===== src/rtl/uft_pkg.sv =====
package uft_pkg;
  typedef enum logic [2:0] {
    ST_IDLE,
    ST_START,
    ST_DATA,
    ST_PAR,
    ST_STOP
  } tx_state_e;

  typedef struct packed {
    logic [1:0] len;
    logic       par_en;
    logic       inv;
  } frame_cfg_t;

  localparam logic [1:0] STOP_ONE_HALF = 2'd2;
  localparam logic [1:0] STOP_TWO      = 2'd3;
endpackage


===== src/rtl/uft_div_prep.sv =====
module uft_div_prep #(
  parameter int DIV_W   = 20,
  parameter int MIN_DIV = 16,
  localparam int LEN_W  = DIV_W + 1
) (
  input  logic [DIV_W-1:0] div_raw,
  input  logic [1:0]       stop_code,
  output logic [LEN_W-1:0] bit_cyc,
  output logic [LEN_W-1:0] stop_cyc
);
  import uft_pkg::*;

  logic [LEN_W-1:0] div_eff;

  always_comb begin
    if (div_raw < DIV_W'(MIN_DIV)) div_eff = LEN_W'(MIN_DIV);
    else                           div_eff = {1'b0, div_raw};
    bit_cyc = div_eff;
    case (stop_code)
      STOP_ONE_HALF: stop_cyc = div_eff + (div_eff >> 1);
      STOP_TWO:      stop_cyc = div_eff << 1;
      default:       stop_cyc = div_eff;
    endcase
  end
endmodule


===== src/rtl/uft_parity.sv =====
module uft_parity #(
  parameter int DATA_W = 8,
  parameter int MIN_BITS = 5
) (
  input  logic [DATA_W-1:0] data,
  input  logic [1:0]        len_code,
  input  logic              odd,
  output logic              par_bit
);
  logic [DATA_W-1:0] masked;
  int unsigned       nbits;

  assign nbits = MIN_BITS + int'(len_code);

  for (genvar g = 0; g < DATA_W; g++) begin : g_mask
    assign masked[g] = data[g] & (g < nbits);
  end

  assign par_bit = (^masked) ^ odd;
endmodule


===== src/rtl/uft_bit_timer.sv =====
module uft_bit_timer #(
  parameter int LEN_W   = 21,
  parameter int MIN_LEN = 16
) (
  input  logic             clk,
  input  logic             rst_n,
  input  logic             load,
  input  logic [LEN_W-1:0] len,
  output logic             last
);
  logic [LEN_W-1:0] cnt;

  always_ff @(posedge clk or negedge rst_n) begin
    if (!rst_n)             cnt <= '0;
    else if (load)          cnt <= len;
    else if (cnt != '0)     cnt <= cnt - 1'b1;
  end

  assign last = (cnt == LEN_W'(1));


  min_len_chk: assert property (@(posedge clk) disable iff (!rst_n)
    load |-> len >= LEN_W'(MIN_LEN));
endmodule


===== src/rtl/uft_tx_core.sv =====
module uft_tx_core #(
  parameter int DATA_W = 8,
  parameter int LEN_W  = 21
) (
  input  logic              clk,
  input  logic              rst_n,
  input  logic              accept,
  input  logic [DATA_W-1:0] data,
  input  uft_pkg::frame_cfg_t cfg,
  input  logic              par_bit,
  input  logic [LEN_W-1:0]  bit_cyc,
  input  logic [LEN_W-1:0]  stop_cyc,
  input  logic              t_last,
  output logic              t_load,
  output logic [LEN_W-1:0]  t_len,
  output logic              level,
  output logic              busy,
  output logic              inv_q
);
  import uft_pkg::*;

  tx_state_e         state;
  frame_cfg_t        cfg_q;
  logic [DATA_W-1:0] shreg;
  logic [2:0]        bitcnt;
  logic              par_q;
  logic [LEN_W-1:0]  bit_q, stop_q;
  logic [2:0]        last_idx;

  assign last_idx = {1'b1, cfg_q.len};

  always_ff @(posedge clk or negedge rst_n) begin
    if (!rst_n) begin
      state  <= ST_IDLE;
      cfg_q  <= '0;
      shreg  <= '0;
      bitcnt <= '0;
      par_q  <= 1'b0;
      bit_q  <= '0;
      stop_q <= '0;
    end else begin
      case (state)
        ST_IDLE: if (accept) begin
          state  <= ST_START;
          cfg_q  <= cfg;
          shreg  <= data;
          par_q  <= par_bit;
          bit_q  <= bit_cyc;
          stop_q <= stop_cyc;
        end
        ST_START: if (t_last) begin
          state  <= ST_DATA;
          bitcnt <= '0;
        end
        ST_DATA: if (t_last) begin
          shreg <= shreg >> 1;
          if (bitcnt == last_idx) state <= cfg_q.par_en ? ST_PAR : ST_STOP;
          else                    bitcnt <= bitcnt + 1'b1;
        end
        ST_PAR:  if (t_last) state <= ST_STOP;
        ST_STOP: if (t_last) state <= ST_IDLE;
        default: state <= ST_IDLE;
      endcase
    end
  end

  always_comb begin
    t_load = 1'b0;
    t_len  = bit_q;
    case (state)
      ST_IDLE: begin
        t_load = accept;
        t_len  = bit_cyc;
      end
      ST_START: t_load = t_last;
      ST_DATA: begin
        t_load = t_last;
        if (bitcnt == last_idx && !cfg_q.par_en) t_len = stop_q;
      end
      ST_PAR: begin
        t_load = t_last;
        t_len  = stop_q;
      end
      default: ;
    endcase
  end

  always_comb begin
    case (state)
      ST_START: level = 1'b0;
      ST_DATA:  level = shreg[0];
      ST_PAR:   level = par_q;
      default:  level = 1'b1;
    endcase
  end

  assign busy  = (state != ST_IDLE);
  assign inv_q = cfg_q.inv;


  cfg_hold_chk: assert property (@(posedge clk) disable iff (!rst_n)
    (busy && $past(busy)) |-> ($stable(cfg_q) && $stable(stop_q) && $stable(bit_q)));

  bitcnt_range_chk: assert property (@(posedge clk) disable iff (!rst_n)
    (state == ST_DATA) |-> (bitcnt <= last_idx));

  stop_then_idle_chk: assert property (@(posedge clk) disable iff (!rst_n)
    $fell(busy) |-> ($past(state) == ST_STOP));
endmodule


===== src/rtl/uart_frame_tx.sv =====
module uart_frame_tx #(
  parameter int DATA_W  = 8,
  parameter int DIV_W   = 20,
  parameter int MIN_DIV = 16,
  localparam int LEN_W  = DIV_W + 1
) (
  input  logic              clk,
  input  logic              rst_n,
  input  logic [DATA_W-1:0] in_data,
  input  logic              in_valid,
  output logic              in_ready,
  input  logic [DIV_W-1:0]  clk_div,
  input  logic [1:0]        data_len,
  input  logic [1:0]        stop_len,
  input  logic              par_en,
  input  logic              par_odd,
  input  logic              line_inv,
  input  logic              flow_en,
  input  logic              cts_n,
  input  logic              cts_inv,
  output logic              txd,
  output logic              busy
);
  import uft_pkg::*;

  logic             accept, cts_clear, par_bit, t_load, t_last, level, inv_q;
  logic [LEN_W-1:0] bit_cyc, stop_cyc, t_len;
  frame_cfg_t       cfg;

  assign cts_clear = ((cts_n ^ cts_inv) == 1'b0);
  assign in_ready  = !busy && (!flow_en || cts_clear);
  assign accept    = in_valid && in_ready;
  assign cfg       = '{len: data_len, par_en: par_en, inv: line_inv};

  uft_div_prep #(.DIV_W(DIV_W), .MIN_DIV(MIN_DIV)) u_prep (
    .div_raw(clk_div), .stop_code(stop_len), .bit_cyc(bit_cyc), .stop_cyc(stop_cyc));

  uft_parity #(.DATA_W(DATA_W)) u_par (
    .data(in_data), .len_code(data_len), .odd(par_odd), .par_bit(par_bit));

  uft_bit_timer #(.LEN_W(LEN_W), .MIN_LEN(MIN_DIV)) u_tmr (
    .clk(clk), .rst_n(rst_n), .load(t_load), .len(t_len), .last(t_last));

  uft_tx_core #(.DATA_W(DATA_W), .LEN_W(LEN_W)) u_core (
    .clk(clk), .rst_n(rst_n), .accept(accept), .data(in_data), .cfg(cfg),
    .par_bit(par_bit), .bit_cyc(bit_cyc), .stop_cyc(stop_cyc), .t_last(t_last),
    .t_load(t_load), .t_len(t_len), .level(level), .busy(busy), .inv_q(inv_q));

  assign txd = level ^ (busy ? inv_q : line_inv);


  ready_idle_chk: assert property (@(posedge clk) disable iff (!rst_n)
    in_ready |-> !busy);

  start_busy_chk: assert property (@(posedge clk) disable iff (!rst_n)
    accept |=> busy);

  flow_gate_chk: assert property (@(posedge clk) disable iff (!rst_n)
    (flow_en && (cts_n ^ cts_inv) && !busy) |=> !busy);

  start_low_chk: assert property (@(posedge clk) disable iff (!rst_n)
    $rose(busy) |-> (txd == inv_q));
endmodule


===== config.mk =====
export PLATFORM = sky130hd
export DESIGN_NAME = uart_frame_tx
export DESIGN_NICKNAME = d
export VERILOG_FILES = /design/src/rtl/uft_pkg.sv /design/src/rtl/uft_div_prep.sv /design/src/rtl/uft_parity.sv /design/src/rtl/uft_bit_timer.sv /design/src/rtl/uft_tx_core.sv /design/src/rtl/uart_frame_tx.sv
export SDC_FILE = /design/constraint.sdc
export NUM_CORES = 1
export LEC_CHECK = 0
export CORE_UTILIZATION = 50
export CTS_CLUSTER_SIZE = 8
export DETAILED_ROUTE_END_ITERATION = 7
export DONT_BUFFER_PORTS = 1
export GPL_ROUTABILITY_DRIVEN = 0
export GPL_TIMING_DRIVEN = 1
export PLACE_DENSITY_LB_ADDON = 0.05
export SLEW_MARGIN = 20
export SYNTH_ARGS = -nofsm -noshare
export SYNTH_HDL_FRONTEND = slang
export SYNTH_SLANG_ARGS = --single-unit

===== constraint.sdc =====
create_clock -name clk -period 2.75 [get_ports clk]
set_input_delay 0.55 -clock clk [delete_from_list [all_inputs] [get_ports clk]]
set_output_delay 0.55 -clock clk [all_outputs]
set_load 0.1 [all_outputs]

==> run_results.csv <==
group,metric,value,unit
clocking,numCtsBuffers,9,
grt,grt_first_pass_wirelength,27120,um
routing,avgRoutedWirePerCell,18.73,um
timing,fin_worst_skew,0.007033,ns
yosys,synth_compound_area_share,23.58,%
layout,stdcell_area,6814,um^2
yosys,synth.distinct_cells,73,
pwr,fin_total_pwr,5.266,mW
setup_path,startpoint,"clk_div[18]",
setup_path,reg2reg_depth,7,
routing,ant_nets,0,
timing,worstMarginPinSlew,0.7777,ns
routing,vias,5387,
routing,viasPerCell,6.129,
timing,tns,0,ns
timing,finalCriticalPeriod,2.595,ns
yosys,synth_ff_type,"dfrtp_1",
clocking,clk_latency,0.34,ns
timing,finalMaxSlewViolations,0,
floorplan,die-area,12220,um^2
setup_path,cp-endpoint,"u_core.stop_q[18]$_DFFE_PN0P_",
setup_path,timing.rr.end,"u_tmr.cnt[18]$_DFFE_PN0P_",
yosys,synthSimpleGateAreaFrac,22.28,%
setup_path,setup.worst_path.end_class,"flip-flop",
setup_path,startpoint_type,"input port",
timing,relSlewSlack,48.15,%
yosys,yosys-top-cells-area,"dfrtp_1 34%, nand2_1 7.6%, ha_1 5.1%",
setup_path,crit_required,2.98,ns
yosys,seq_area_frac_synth,34.41,%
layout,diodes,0,
setup_path,arrival,2.82,ns
timing,setup_ws,0.1553,ns
yosys,synth-xor-area-share,5.650,%
floorplan,start_util,51.37,%
clocking,clock-sinks,81,
yosys,synth_edf_count,0,
placed_design,placed_cell_area,6382,um^2
status,status,"completed",
layout,syn_to_final_growth,15.68,%
hold_path,worstHoldPathType,"input port to async pin",
setup_path,ff2ff_setup_slack,0.20,ns
setup_path,timing.rr.start,"u_tmr.cnt[9]$_DFFE_PN0P_",
timing,timing.fmax,0.3854,GHz
floorplan,rows,39,
pwr,p_leak,2.970,nW
grt,grt_pass1_vias,5223,
setup_path,worstSetupPathType,"input port to flip-flop",
routing,drtPass1Iterations,5,
setup_path,crit_chain,"inv_8 -> ha_4 -> nor4b_4 -> nand4_4 -> nand2_2 -> inv_2 -> ha_4 -> inv_2 -> fa_2 -> nand2b_4 -> a21oi_4 -> o211a_1 -> or2_4 -> a2111oi_4 -> nor3_1",
placed_design,pre_cts_ws,-0.3618,ns
routing,drc,0,
floorplan,die_w,110.5,um
floorplan,core_area,11470,um^2
yosys,synthMuxAreaShare,3.250,%
floorplan,die_height,110.5,um
routing,routed_wl,16460,um
yosys,ys_warn_count,0,
yosys,synth_most_common_cell,"nand2_1",
yosys,synth_seq_cells,81,
yosys,yosys.area_share.adder,5.438,%
clocking,cts_root_buf,"clkbuf_16",
clocking,clkTransAtPathRegs,0.06,ns
clocking,htreeDepth,3,
layout,drive_gt1_share,16.03,%
grt,grt_max_degree,82,
grt,grt_usage,27.89,%
yosys,syn_area,5891,um^2
clocking,cts_tree,"built",
pwr,ir_worst_vdd,0.6198,mV
timing,finalCritPeriodShare,94.35,%
yosys,synth_common_cells,"120 x nand2_1, 81 x dfrtp_1, 51 x a21oi_1",
timing,hold_viol_final,0,
layout,final_nets,797,
yosys,async_reset_ff_share,100.0,%
timing,setup-violations-final,0,
yosys,synth_cells,716,
yosys,synth_top_area_share,34.41,%
clocking,clk_path_buf_depth,2,
yosys,avgSynthCellArea,8.227,um^2
routing,drt_iter0_drc,439,
yosys,synth_top_area_cell,"dfrtp_1",
setup_path,crit_slowest_cell,"nor4b_4",
flow_run,maxCapViolCount,0,
yosys,syn_nets,782,
floorplan,io_pins,44,
grt,grt_overflow_total,0,
pwr,p_per_area,772.8,nW/um^2
yosys,synth_top_family_by_area,"compound AO/OA/AOI/OAI gates",
timing,hold_ws,0.1249,ns
setup_path,worstPathMaxFanout,6,
grt,antenna_found_initial,0,
placed_design,io_buffers,0,
placed_design,dp_hpwl,12210,um
setup_path,slowest_delay,0.28,ns
[worst min path at each step]
| stage | from | end | slack, ns | cells past startpoint |
|---|---|---|---|---|
| global route | rst_n | u_tmr.cnt[12]$_DFFE_PN0P_ | 0.14 | 1 |
| CTS | rst_n | u_core.state[1]$_DFFE_PN0P_ | 0.13 | 1 |
| finish | rst_n | u_tmr.cnt[13]$_DFFE_PN0P_ | 0.12 | 1 |
| global placement | rst_n | u_tmr.cnt[2]$_DFFE_PN0P_ | 0.26 | 0 |
| floorplan | rst_n | u_core.bit_q[0]$_DFFE_PN0P_ | 0.25 | 0 |
| detailed placement | rst_n | u_tmr.cnt[2]$_DFFE_PN0P_ | 0.26 | 0 |
[cell type report]
cell class / instances / area (um^2)
clock inverters: 5 / 102.6
repair buffers: 55 / 457.9
flip-flops and latches: 81 / 2027
inverters: 25 / 106.4
well taps: 143 / 178.9
multi-input cells: 559 / 3699
fillers: 1012 / 4653
clock buffers: 11 / 242.7
[logic make-up after synthesis]
group	after synthesis
AO/OA/AOI/OAI	206
AND/OR/NAND/NOR	271
buffers and inverters	76
adder cells (fa/ha/maj)	25
XOR/XNOR	38
multiplexers	19
flip-flops	81
[metrics by stage]
step                std cells  util, %
floorplan                 716        -
global placement          860    55.66
detailed placement        860    55.66
CTS                       877    58.91
global route              879    59.42
finish                    879    59.42
[critical path: cells and delay by family]
family,cells,cell delay (ns)
simple gates,6,1.10
fa+ha+maj,3,0.45
buf+inv,3,0.12
compound gates,3,0.59
[layer usage]
metal	track usage, %	share of wire [%]	up-vias
met5	0	0	-
met4	8.089	1.5	0
met3	5.653	5.9	23
met2	43.06	46	186
met1	39.52	46	2552
li1	-	-	2626
[flip-flops by register name (all words and copies together) (netlist names)]
register,cells
u_core.cfg_q,3
u_core.par_q,1
u_core.shreg,8
u_core.inv_q,1
u_tmr.cnt,21
u_core.bit_q,20
u_core.state,3
u_core.stop_q,21
u_core.bitcnt,3
[power breakdown]
part	leakage [nW]	internal [mW]	switching, mW
logic	1.81	0.789	0.999
clock network	0.166	0.910	0.484
registers	0.990	1.68	0.400
[cells in the final DEF (no fill, tap or decap), types with 5 or more instances in the layout]
cell	instances
xor2_1	17
inv_1	19
nor4_1	7
buf_4	52
ha_1	20
a222oi_1	12
a21o_1	6
clkbuf_16	9
nor2_1	45
a221oi_1	5
o21ai_0	47
nand3_1	20
a21oi_2	8
nand2_1	116
nand2b_1	5
dfrtp_1	81
nor2b_1	7
o22ai_1	6
a22oi_1	6
and3_1	6
mux2i_1	18
o21a_1	7
a31oi_1	12
a211oi_1	7
nand4_1	9
a21oi_1	48
xnor2_1	20
nor3_1	19
[repair_timing]
item | CTS | global route
resized for setup | 1 | 15
hold buffers | 1 | 0
hold endpoints to repair | 81 | 0
setup buffers | 0 | 2
setup endpoints to repair | 1 | 10
pin swaps | 0 | 4
Note: power is estimated with default switching activity, not from simulation.
